<file path="src/rtl/wdt_pkg.sv">
package wdt_pkg;
  localparam logic [7:0] ADDR_CTRL = 8'h71;
  localparam logic [7:0] ADDR_CFG  = 8'h72;
  localparam logic [7:0] ADDR_LSB  = 8'h73;
  localparam logic [7:0] ADDR_MSB  = 8'h74;

  localparam int CFG_SEC_BIT = 7;
  localparam int CFG_RST_BIT = 6;
  localparam int CFG_EVT_BIT = 5;
  localparam int CFG_PWR_BIT = 4;
  localparam int CTRL_STS_BIT = 0;
endpackage

</file>
<file path="src/rtl/wdt_regs.sv">
module wdt_regs
  import wdt_pkg::*;
#(
  parameter int DW = 8
) (
  input  logic          clk_i,
  input  logic          rst_ni,
  input  logic          wr_en_i,
  input  logic [7:0]    addr_i,
  input  logic [DW-1:0] wdata_i,
  input  logic          sts_set_i,
  output logic [DW-1:0] cfg_o,
  output logic          sts_o,
  output logic          reload_o,
  output logic [2*DW-1:0] reload_val_o
);
  logic [DW-1:0] cfg_q, msb_q;
  logic          sts_q;

  wire wr_ctrl = wr_en_i && (addr_i == ADDR_CTRL);
  wire wr_cfg  = wr_en_i && (addr_i == ADDR_CFG);
  wire wr_lsb  = wr_en_i && (addr_i == ADDR_LSB);
  wire wr_msb  = wr_en_i && (addr_i == ADDR_MSB);

  always_ff @(posedge clk_i or negedge rst_ni) begin
    if (!rst_ni) begin
      cfg_q <= '0;
      msb_q <= '0;
      sts_q <= 1'b0;
    end else begin
      if (wr_cfg) cfg_q <= wdata_i;
      if (wr_msb) msb_q <= wdata_i;
      // set wins over a simultaneous clear
      if (sts_set_i) sts_q <= 1'b1;
      else if (wr_ctrl && wdata_i[CTRL_STS_BIT]) sts_q <= 1'b0;
    end
  end

  assign cfg_o        = cfg_q;
  assign sts_o        = sts_q;
  assign reload_o     = wr_lsb;
  assign reload_val_o = {msb_q, wdata_i};
endmodule

</file>
<file path="src/rtl/wdt_prescaler.sv">
module wdt_prescaler #(
  parameter int DIV = 60,
  localparam int PW = (DIV > 1) ? $clog2(DIV) : 1
) (
  input  logic clk_i,
  input  logic rst_ni,
  input  logic clr_i,
  input  logic en_i,
  input  logic tick_i,
  output logic strobe_o
);
  logic [PW-1:0] pre_q;
  wire last = (pre_q == PW'(DIV - 1));

  always_ff @(posedge clk_i or negedge rst_ni) begin
    if (!rst_ni)            pre_q <= '0;
    else if (clr_i)         pre_q <= '0;
    else if (en_i && tick_i) pre_q <= last ? '0 : pre_q + 1'b1;
  end

  assign strobe_o = en_i && tick_i && last;
endmodule

</file>
<file path="src/rtl/wdt_counter.sv">
module wdt_counter #(
  parameter int CW = 16
) (
  input  logic          clk_i,
  input  logic          rst_ni,
  input  logic          reload_i,
  input  logic [CW-1:0] reload_val_i,
  input  logic          dec_i,
  output logic [CW-1:0] cnt_o,
  output logic          active_o,
  output logic          expire_o
);
  logic [CW-1:0] cnt_q;
  logic          active_q, expire_q;

  always_ff @(posedge clk_i or negedge rst_ni) begin
    if (!rst_ni) begin
      cnt_q    <= '0;
      active_q <= 1'b0;
      expire_q <= 1'b0;
    end else begin
      expire_q <= 1'b0;
      if (reload_i) begin
        cnt_q    <= reload_val_i;
        active_q <= (reload_val_i != '0);
      end else if (active_q && dec_i) begin
        cnt_q <= cnt_q - 1'b1;
        if (cnt_q == CW'(1)) begin
          active_q <= 1'b0;
          expire_q <= 1'b1;
        end
      end
    end
  end

  assign cnt_o    = cnt_q;
  assign active_o = active_q;
  assign expire_o = expire_q;
endmodule

</file>
<file path="src/rtl/wdt_pulse.sv">
module wdt_pulse #(
  parameter int WIDTH = 4,
  localparam int QW = $clog2(WIDTH + 1)
) (
  input  logic clk_i,
  input  logic rst_ni,
  input  logic trig_i,
  output logic pulse_o
);
  logic [QW-1:0] left_q;

  always_ff @(posedge clk_i or negedge rst_ni) begin
    if (!rst_ni)            left_q <= '0;
    else if (trig_i)        left_q <= QW'(WIDTH);
    else if (left_q != '0)  left_q <= left_q - 1'b1;
  end

  assign pulse_o = (left_q != '0);
endmodule

</file>
<file path="src/rtl/sm_watchdog.sv">
module sm_watchdog
  import wdt_pkg::*;
#(
  parameter int PRESCALE     = 60,
  parameter int PULSE_CYCLES = 4,
  localparam int DW = 8,
  localparam int CW = 2 * DW
) (
  input  logic          clk_i,
  input  logic          rst_ni,
  input  logic          tick_i,
  input  logic          wr_en_i,
  input  logic [7:0]    addr_i,
  input  logic [DW-1:0] wdata_i,
  output logic [DW-1:0] rdata_o,
  output logic          wdt_rst_o,
  output logic          pwr_good_o,
  output logic          irq_o,
  output logic [3:0]    irq_route_o
);
  logic [DW-1:0] cfg_q;
  logic          sts_q, reload, active_q, expire_q, min_strobe, dec;
  logic [CW-1:0] reload_val, cnt_q;
  logic [1:0]    trig, pulses;

  wdt_regs #(.DW(DW)) u_regs (
    .clk_i, .rst_ni, .wr_en_i, .addr_i, .wdata_i,
    .sts_set_i(expire_q), .cfg_o(cfg_q), .sts_o(sts_q),
    .reload_o(reload), .reload_val_o(reload_val)
  );

  wdt_prescaler #(.DIV(PRESCALE)) u_pre (
    .clk_i, .rst_ni, .clr_i(reload),
    .en_i(active_q && !cfg_q[CFG_SEC_BIT]),
    .tick_i, .strobe_o(min_strobe)
  );

  assign dec = cfg_q[CFG_SEC_BIT] ? tick_i : min_strobe;

  wdt_counter #(.CW(CW)) u_cnt (
    .clk_i, .rst_ni, .reload_i(reload), .reload_val_i(reload_val),
    .dec_i(dec), .cnt_o(cnt_q), .active_o(active_q), .expire_o(expire_q)
  );

  assign trig[0] = expire_q && cfg_q[CFG_RST_BIT];
  assign trig[1] = expire_q && cfg_q[CFG_PWR_BIT];

  for (genvar g = 0; g < 2; g++) begin : g_pulse
    wdt_pulse #(.WIDTH(PULSE_CYCLES)) u_pulse (
      .clk_i, .rst_ni, .trig_i(trig[g]), .pulse_o(pulses[g])
    );
  end

  assign wdt_rst_o   = pulses[0];
  assign pwr_good_o  = pulses[1];
  assign irq_route_o = cfg_q[3:0];
  assign irq_o       = sts_q && cfg_q[CFG_EVT_BIT] && (cfg_q[3:0] != 4'd0);

  always_comb begin
    unique case (addr_i)
      ADDR_CTRL: rdata_o = {{(DW-1){1'b0}}, sts_q};
      ADDR_CFG:  rdata_o = cfg_q;
      ADDR_LSB:  rdata_o = cnt_q[DW-1:0];
      ADDR_MSB:  rdata_o = cnt_q[CW-1:DW];
      default:   rdata_o = '0;
    endcase
  end
endmodule

</file>
<file path="config.mk">
export PLATFORM = sky130hd
export DESIGN_NAME = sm_watchdog
export DESIGN_NICKNAME = d
export VERILOG_FILES = /design/src/rtl/wdt_pkg.sv /design/src/rtl/wdt_regs.sv /design/src/rtl/wdt_prescaler.sv /design/src/rtl/wdt_counter.sv /design/src/rtl/wdt_pulse.sv /design/src/rtl/sm_watchdog.sv
export SDC_FILE = /design/constraint.sdc
export NUM_CORES = 1
export LEC_CHECK = 0
export ABC_CLOCK_PERIOD_IN_PS = 2400
export BUFFER_PORTS_ARGS = -buffer_cell sky130_fd_sc_hd__buf_2
export CAP_MARGIN = 5
export CORE_MARGIN = 4
export CORE_UTILIZATION = 50
export CTS_BUF_LIST = sky130_fd_sc_hd__clkbuf_8 sky130_fd_sc_hd__clkbuf_16
export DETAILED_ROUTE_END_ITERATION = 10
export GPL_TIMING_DRIVEN = 0
export MAX_ROUTING_LAYER = met4
export PLACE_DENSITY = 0.76
export SYNTH_ARGS = -nofsm -noshare
export SYNTH_HDL_FRONTEND = slang
export SYNTH_SLANG_ARGS = --single-unit
</file>
<file path="constraint.sdc">
create_clock -name clk_i -period 2.4 [get_ports clk_i]
set_clock_uncertainty 0.15 [all_clocks]
set_input_delay 0.24 -clock clk_i [delete_from_list [all_inputs] [get_ports clk_i]]
set_output_delay 0.24 -clock clk_i [all_outputs]
set_load 0.03 [all_outputs]
</file>
## Yosys cells after proc, flatten, opt, wreduce, memory -nomap -nowiden

Index checks and enable logic that the tools add are counted.

| word-level totals | value |
|---|---|
| bits in registers | 47 |
| bits in latches | 0 |
| bits in writable memories | 0 |
| ROM bits | 0 |
| input port bits | 20 |
| logic and storage cells | 63 |
| memories | 0 |

| operators by class | value |
|---|---|
| add/sub/neg operators | 4 |
| $mul | 0 |
| divide/modulo/power cells | 0 |
| magnitude comparators | 0 |
| equality and inequality tests | 6 |
| shift operators | 0 |
| multiplexer cells | 19 |
| bitwise logic cells | 0 |
| reduce and logical (&&, ||, !) cells | 25 |

Operators with widths:

| cell | count |
|---|---|
| $eq A8 B7 Y1 const B | 4 |
| $mux W16 | 2 |
| $pmux W8 S4 | 1 |
| $mux W6 | 3 |
| $eq A16 B1 Y1 const B | 1 |
| $reduce_bool A16 Y1 | 1 |
| $sub A16 B1 Y16 const B | 1 |
| $logic_and A1 B1 Y1 | 13 |
| $mux W3 | 4 |
| $reduce_bool A2 Y1 | 6 |
| $mux W1 | 9 |
| $add A6 B1 Y6 const B | 1 |
| $eq A6 B6 Y1 const B | 1 |
| $reduce_bool A3 Y1 | 2 |
| $sub A3 B1 Y3 const B | 2 |
| $reduce_bool A4 Y1 | 1 |
| $reduce_and A2 Y1 | 1 |
| $logic_not A1 Y1 | 1 |

## Depth between registers and ports, before layout

Gate-level depths: netlist of run 1.

| logic depth | value |
|---|---|
| word-level depth | 8 |
| gate-level depth with buffers | 7 |
| depth with buffers taken out | 6 |

## Cells and area by module

A second synthesis of run 1 with hierarchy kept.

| second synthesis, totals | value |
|---|---|
| cell total of the unflattened synthesis | 291 |
| area, all modules | 2876.5 um2 |

By module, submodules not included:

| module | times used | cells each | area an instance (um2) | sequential area each (um2) |
|---|---|---|---|---|
| wdt_counter | 1 | 118 | 1063.5 | 450.4 |
| wdt_regs | 1 | 53 | 799.5 | 425.4 |
| wdt_prescaler | 1 | 39 | 355.3 | 150.1 |
| wdt_pulse | 2 | 16 | 177.7 | 75.1 |
| sm_watchdog | 1 | 49 | 302.8 | 0.0 |

## Worst setup path before layout of run 1

Ideal clock, no wire load.

| timing path | value |
|---|---|
| kind | reg2reg |
| from | reg u_cnt.cnt_q[0] (netlist: u_cnt.cnt_o[0]) |
| to | reg u_cnt.cnt_q[10] (netlist: u_cnt.cnt_o[10]) |
| library setup time | 0.069 ns |
| arrival time | 1.953 ns |
| required time | 2.181 ns |
| setup slack | 0.229 ns |
| cell stages (with the launch flop) | 7 |
| clock period less this slack | 2.171 ns |
| path through | dfrtp_1 > inv_1 > ha_1 > or3b_2 > or4_1 > or4_1 > nand3_1 |

| on the way | value |
|---|---|
| word-level cells in the longest chain between the ends | 3 |

RTL lines:

| what | RTL line | source |
|---|---|---|
| start: declaration | wdt_counter.sv:13 | `logic [CW-1:0] cnt_q;` |
| start signal: assignment | wdt_counter.sv:24 | `cnt_q <= reload_val_i;` |
| start signal: assignment | wdt_counter.sv:27 | `cnt_q <= cnt_q - 1'b1;` |
| $sub A16 B1 Y16 | wdt_counter.sv:27 |  |
| $mux W16 | wdt_counter.sv:26 | `end else if (active_q && dec_i) begin` |
| $mux W16 | wdt_counter.sv:23 | `if (reload_i) begin` |

No other way between the ends. The select of a mux whose other input is x is not followed.
A chain may end at the register's enable or synchronous reset.

## Worst setup path in the final report of run 1

| timing path | value |
|---|---|
| from | reg u_cnt.cnt_q[10] (netlist: u_cnt.cnt_o[10]) |
| to | reg u_cnt.active_q (netlist: u_cnt.active_o) |

| on the way | value |
|---|---|
| word-level cells in the longest chain between the ends | 3 |

RTL lines:

| what | RTL line | source |
|---|---|---|
| $eq A16 B1 Y1 | wdt_counter.sv:28 | `if (cnt_q == CW'(1)) begin` |
| $reduce_bool A2 Y1 (no line) | n/a |  |
| $reduce_and A2 Y1 (no line) | n/a |  |
| end signal: assignment | wdt_counter.sv:25 | `active_q <= (reload_val_i != '0);` |
| end: declaration | wdt_counter.sv:14 | `logic active_q, expire_q;` |

No other way between the ends.

==> reports/results.ini, run 1 <==
[clocking]
htreeDepth = 2
cts_tree = done
root_buffer = clkbuf_8
clkLatencyLatePin_ns = 0.31
clockBufferDepth = 2
cts-buffers-inserted = 5
clk_pin_slew_ns = 0.09
clkSinkCount = 47

[timing]
rsz0062_at_grt = no
fin_ws_ns = 0.08382
fin_tns_setup_ns = 0
period_needed_ns = 2.316
finalSetupViolCount = 0
drv_slew = 0
hold_viol = 0
fin_crit_sh_pct = 96.51
maxSlewHeadroom_pct = 29.70
worst_pin_slew_ns = 1.055
fmax_mhz = 431.7

[routing]
drt_iter0_drc = 271
wl_per_cell_um = 17.66
firstDrtPassIters = 5
vias_per_cell = 6.240
ant_nets = 0
vias = 2421
drc = 0
wl_mm = 6.852

[floorplanning]
initial_core_util_pct = 52.35
die_area_um2 = 6656
dieWidth_um = 81.59
row_count = 26
fp.dieH_um = 81.59
io_pins = 35
core_region_area_um2 = 5172

[place]
dp_slack_ns = -0.1348
post-dp-hpwl_mm = 4.807
place.gp.congestion = 0.9559
port_buffers = 34
post_dp_cell_area_um2 = 2965

[worst_setup_path]
cp_slowest_cell = or4_4
critical-path-top-delay-family = simple AND/OR/NAND/NOR gates
cp.arrival_ns = 2.37
cp_num_buf_inv = 0
required_ns = 2.46
startpoint_type = register
crit_path_max_incr_delay_ns = 0.58
worstSetupPathType = reg2reg
crit_path_end_kind = register
critical_path.cell_chain = or4_4 -> or2_1 -> or4_1 -> a31o_1
worstPathMaxFanout = 5

[pwr]
p_per_area_nw_per_um2 = 639.0
total_power_mw = 1.971
vdd_drop_max_uv = 482.0
p_leak_nw = 1.462

[synth]
synth.distinct_cells = 51
synth_edf_count = 0
syn_avg_cell_area_um2 = 9.846
synth_commonest_cells = 47 x dfrtp_1, 24 x nor2_1, 18 x inv_1, 17 x mux2_2, 14 x nand2_1
synth_cells = 275
yosysSeqAreaShare_pct = 43.44
ys_ff_latch = 47
yosys.area.top_type_share_pct = 43.44
ys.flop_type = dfrtp_1
synth_xor_area_share_pct = 0.9704
async_reset_ff_share_pct = 100.0
synth_top_cell_by_area = dfrtp_1
muxShareOfSynthArea_pct = 7.810
synth_fa_ha_area_share_pct = 3.235
synthTopCellsByArea = dfrtp_1 43%, mux2_2 7.1%, nor2_1 3.3%
yosysMostFrequentCell = dfrtp_1
ys.warnings.count = 0
syn_area_um2 = 2708
yosys.area_share.simple_pct = 22.64
synth_top_family_by_area = simple AND/OR/NAND/NOR gates
syn-num-nets = 302
synth-compound-area-share_pct = 16.64

[grt]
overflow = 0
grt_pass1_wl_mm = 11.50
antenna_found_initial = 0
gr-usage-all-layers_pct = 23.34
first_global_vias = 2350
grt_max_degree = 48

[finish]
fin_nets = 344
finalCoreUtilization_pct = 59.63
final_area_um2 = 3084
regArea_um2 = 1177
fill_cells = 454
multi_input_comb_area_um2 = 1408
n_antenna_cell = 0
drive_gt1_share_pct = 23.90
areaGrowthSynthToFinish_pct = 13.91

[outcome]
status = complete, no violations

[flow_run]
maxCapViolCount = 0

[worst_hold_path]
hp-class = in2reg

worst reg2reg max path: stages (launching register included):
cell and delay (ns):
dfrtp_1 0.44, or4_4 0.58, or2_1 0.29, or4_1 0.52, a31o_1 0.24
path summary, 6_finish.rpt:
kind                                                          start                                  endpoint  slack, ns  depth (start not counted)
min in group asynchronous                                    rst_ni                u_pre.pre_q[5]$_DFFE_PN0P_       0.50                          2
min                                                      wdata_i[6]               u_regs.cfg_o[6]$_DFFE_PN0P_       0.06                          2
max in group asynchronous                                    rst_ni                u_cnt.cnt_o[0]$_DFFE_PN0P_       0.89                          2
min reg2reg                g_pulse[0].u_pulse.left_q[2]$_DFFE_PN0P_  g_pulse[0].u_pulse.left_q[2]$_DFFE_PN0P_       0.38                          2
max reg2reg                             u_cnt.cnt_o[10]$_DFFE_PN0P_                u_cnt.active_o$_DFFE_PN0P_       0.08                          4
max                                     u_cnt.cnt_o[10]$_DFFE_PN0P_                u_cnt.active_o$_DFFE_PN0P_       0.08                          4
power by group:
group          internal (mW)  switching [mW]  total, mW
combinational          0.233           0.274      0.507
sequential             0.900          0.0945      0.995
clock                  0.197           0.272      0.469
registers in the layout, indices dropped and copies added, names as in the netlist:
name,count
g_pulse.u_pulse.left_q,6
u_cnt.expire_o,1
u_regs.msb_q,8
u_regs.cfg_o,8
u_cnt.cnt_o,16
u_pre.pre_q,6
u_cnt.active_o,1
u_regs.sts_o,1
per-layer routing:
metal	GRT usage (%)	share of wire, %	wire length (um)
met2	34.61	47	3195
met5	-	0	0
met1	31.96	46	3120
met4	7.309	1.5	104
met3	5.263	6.3	432
cell families (layout without fill, tap and decap cells):
group | count (synthesis) | in the layout
AND/OR/NAND/NOR | 105 | 105
flip-flops | 47 | 47
multiplexers | 19 | 19
XOR/XNOR | 3 | 3
adder cells (fa/ha/maj) | 7 | 7
buffers and inverters | 34 | 77
AO/OA/AOI/OAI | 60 | 60
through the flow:
stage / hold slack (ns) / std cells
2_1_floorplan: -0.2056 / 275
3_3_place_gp: 0.3298 / 379
3_5_place_dp: 0.3324 / 379
4_1_cts: 0.05932 / 388
5_1_grt: 0.05961 / 388
6_report: 0.06042 / 388
cells in the final DEF (no fill, tap or decap), drive strengths merged, types with 8 or more instances in the layout:
cell    instances
nor2           24
a31oi          12
mux2           17
buf            39
clkbuf         16
inv            20
dfrtp          47
nor4            8
nand2          14
or4            13
o31ai           8
layout make-up:
class	instances	area share [%]
well taps	70	2.840
clock buffers	5	2.231
flip-flops and latches	47	38.17
repair buffers	36	6.085
plain buffers	15	2.434
inverters	18	2.191
clock inverters	3	0.4057
multi-input cells	194	45.64
what timing repair did:
| action | CTS | global route |
|---|---|---|
| setup buffers | 0 | 1 |
| pin swaps | 0 | 1 |
| endpoints found under the hold margin | 3 | 0 |
| gates resized for setup | 2 | 6 |
| hold buffers | 1 | 0 |
| endpoints found under the setup margin | 13 | 17 |
Note: power is estimated with default switching activity, not from simulation.
==> inputs of run 2 (changes only) <==
--- a/config.mk
+++ b/config.mk
@@ -11,10 +11,11 @@
 export CORE_MARGIN = 4
 export CORE_UTILIZATION = 50
 export CTS_BUF_LIST = sky130_fd_sc_hd__clkbuf_8 sky130_fd_sc_hd__clkbuf_16
+export CTS_CLUSTER_DIAMETER = 120
 export DETAILED_ROUTE_END_ITERATION = 10
 export GPL_TIMING_DRIVEN = 0
 export MAX_ROUTING_LAYER = met4
-export PLACE_DENSITY = 0.76
+export PLACE_DENSITY = 0.82
 export SYNTH_ARGS = -nofsm -noshare
 export SYNTH_HDL_FRONTEND = slang
 export SYNTH_SLANG_ARGS = --single-unit
==> reports/results.ini, run 2 (synthesis gave the netlist of run 1 again) <==
[timing]
drv_slew = 0  ; unchanged
hold_ws_ns = -0.03211  ; was 0.06042 ns
fin_crit_sh_pct = 96.88  ; was 96.51%
rsz0062_at_grt = no  ; unchanged
worst_pin_slew_ns = 1.038  ; was 1.055 ns
hold_viol = 47  ; was 0
fmax_mhz = 430.1  ; was 431.7 MHz
finalSetupViolCount = 0  ; unchanged
period_needed_ns = 2.325  ; was 2.316 ns
maxSlewHeadroom_pct = 30.83  ; was 29.70%

[routing]
vias_per_cell = 6.377  ; was 6.240
ant_nets = 0  ; unchanged
vias = 2468  ; was 2,421
drt_iter0_drc = 302  ; was 271
wl_mm = 6.795  ; was 6.852 mm
wl_per_cell_um = 17.56  ; was 17.66 um
firstDrtPassIters = 5  ; unchanged
drc = 0  ; unchanged

[clocking]
clkLatencyLatePin_ns = 0.30  ; was 0.31 ns
root_buffer = clkbuf_8  ; unchanged
clockBufferDepth = 2  ; unchanged
cts_tree = done  ; unchanged
htreeDepth = 2  ; unchanged
clkSinkCount = 47  ; unchanged
clk_pin_slew_ns = 0.08  ; was 0.09 ns
cts-buffers-inserted = 5  ; unchanged

[worst_hold_path]
hp-class = in2async  ; was in2reg

[place]
post_dp_cell_area_um2 = 2965  ; unchanged
post-dp-hpwl_mm = 4.809  ; was 4.807 mm
port_buffers = 34  ; unchanged
place_inst = 379  ; unchanged
place.gp.congestion = 0.9330  ; was 0.9559

[worst_setup_path]
crit_path_end_kind = register  ; unchanged
required_ns = 2.44  ; was 2.46 ns
cp.arrival_ns = 2.37  ; about the same
startpoint_type = register  ; unchanged
worstPathMaxFanout = 5  ; unchanged
rr_worst_depth = 4  ; unchanged
worstSetupPathType = reg2reg  ; unchanged

[finish]
final_common_cell = dfrtp_1  ; unchanged
fill_cells = 432  ; was 454
largest_register_ffs = 16  ; unchanged
n_antenna_cell = 0  ; unchanged
final_area_um2 = 3108  ; was 3084 um2
drive_gt1_share_pct = 25.55  ; was 23.90%
layout.cells.non_filler = 387  ; was 388
areaGrowthSynthToFinish_pct = 14.79  ; was 13.91%
fin_nets = 344  ; unchanged
layout_common_cells = 47 x dfrtp_1, 34 x buf_2, 24 x nor2_1  ; was 46 x dfrtp_1, 34 x buf_2, 24 x nor2_1

[grt]
gr-usage-all-layers_pct = 22.80  ; was 23.34%
overflow = 0  ; unchanged
grt_max_degree = 48  ; unchanged
first_global_vias = 2377  ; was 2,350
grt_pass1_wl_mm = 11.27  ; was 11.50 mm
antenna_found_initial = 0  ; unchanged

[floorplanning]
initial_core_util_pct = 52.35  ; unchanged
die_area_um2 = 6656  ; unchanged
dieWidth_um = 81.59  ; unchanged
io_pins = 35  ; unchanged
row_count = 26  ; unchanged
fp.dieH_um = 81.59  ; unchanged
core_region_area_um2 = 5172  ; unchanged

[pwr]
p_per_area_nw_per_um2 = 646.1  ; was 639.0 nW/um2
vdd_drop_max_uv = 408.1  ; was 482.0 uV
combPwrFrac_pct = 26.2  ; was 25.8%
swShare_pct = 32.03  ; was 32.53%
seq_power_share_pct = 49.5  ; was 50.5%
switching_power_mw = 0.6432  ; was 0.6410 mW
p_leak_nw = 1.462  ; about the same
power_frac_clock_pct = 24.3  ; was 23.8%
p_int_mw = 1.365  ; was 1.330 mW

[flow_run]
maxCapViolCount = 0  ; unchanged

[outcome]
violations = hold timing
status = complete, but fails checks  ; was complete, no violations

run 2: power by group through the flow:
stage / combinational [mW] / clock, mW / sequential (mW)
2_1_floorplan: 0.379 / 0 / 0.982
3_3_place_gp: 0.476 / 0 / 1.00
3_5_place_dp: 0.509 / 0 / 1.01
4_1_cts: 0.511 / 0.491 / 0.993
5_1_grt: 0.602 / 0.521 / 1.01
6_report: 0.526 / 0.489 / 0.994
run 2: final timing paths:
kind                                                            endpoint                                startpoint  slack, ns
worst min register to register  g_pulse[0].u_pulse.left_q[2]$_DFFE_PN0P_  g_pulse[0].u_pulse.left_q[2]$_DFFE_PN0P_       0.37
min in group clk_i                           u_regs.msb_q[7]$_DFFE_PN0P_                                wdata_i[7]       0.06
worst max register to register                u_cnt.active_o$_DFFE_PN0P_               u_cnt.cnt_o[10]$_DFFE_PN0P_       0.07
max in group asynchronous                    u_regs.cfg_o[7]$_DFFE_PN0P_                                    rst_ni       1.49
worst min-delay path                          u_pre.pre_q[5]$_DFFE_PN0P_                                    rst_ni      -0.03
worst max-delay path                          u_cnt.active_o$_DFFE_PN0P_               u_cnt.cnt_o[10]$_DFFE_PN0P_       0.07
run 2: layer usage:
layer	track usage [%]	wire length, um
met5	-	0
met2	33.96	3189
met1	30.88	2929
met4	8.140	150
met3	4.934	525
run 2: stage by stage:
stage | total power, mW | setup TNS (ns) | setup slack [ns] | util (%)
2_1_floorplan | 1.362 | 0 | 0.2286 | -
3_3_place_gp | 1.480 | -0.6466 | -0.1269 | 57.33
3_5_place_dp | 1.517 | -1.705 | -0.2533 | 57.33
4_1_cts | 1.996 | 0 | 0.003850 | 59.17
5_1_grt | 2.135 | 0 | 0.02392 | 60.09
6_report | 2.008 | 0 | 0.07496 | 60.09
run 2: cell type report:
class                      instances  area [um2]  area share, %
multi-input combinational        194        1428          45.93
sequential                        47        1176          37.84
timing repair buffer              36       185.2          5.958
tap                               70       87.58          2.818
clock buffer                       6       82.58          2.657
buffer                            15       76.32          2.456
inverter                          18       67.56          2.174
clock inverter                     1       5.005         0.1610
run 2: critical path, stage by stage, from the launching register on:
cell     delay, ns
dfrtp_1       0.44
or4_4         0.59
or2_1         0.30
or4_1         0.51
a31o_1        0.23
run 2: what timing repair did:
action / 4_1_cts / 5_1_grt
hold buffers: 0 / 0
buffers inserted: 0 / 2
resized for setup: 2 / 10
gates cloned: 0 / 0
setup endpoints to repair: 14 / 17
pin swaps: 0 / 1
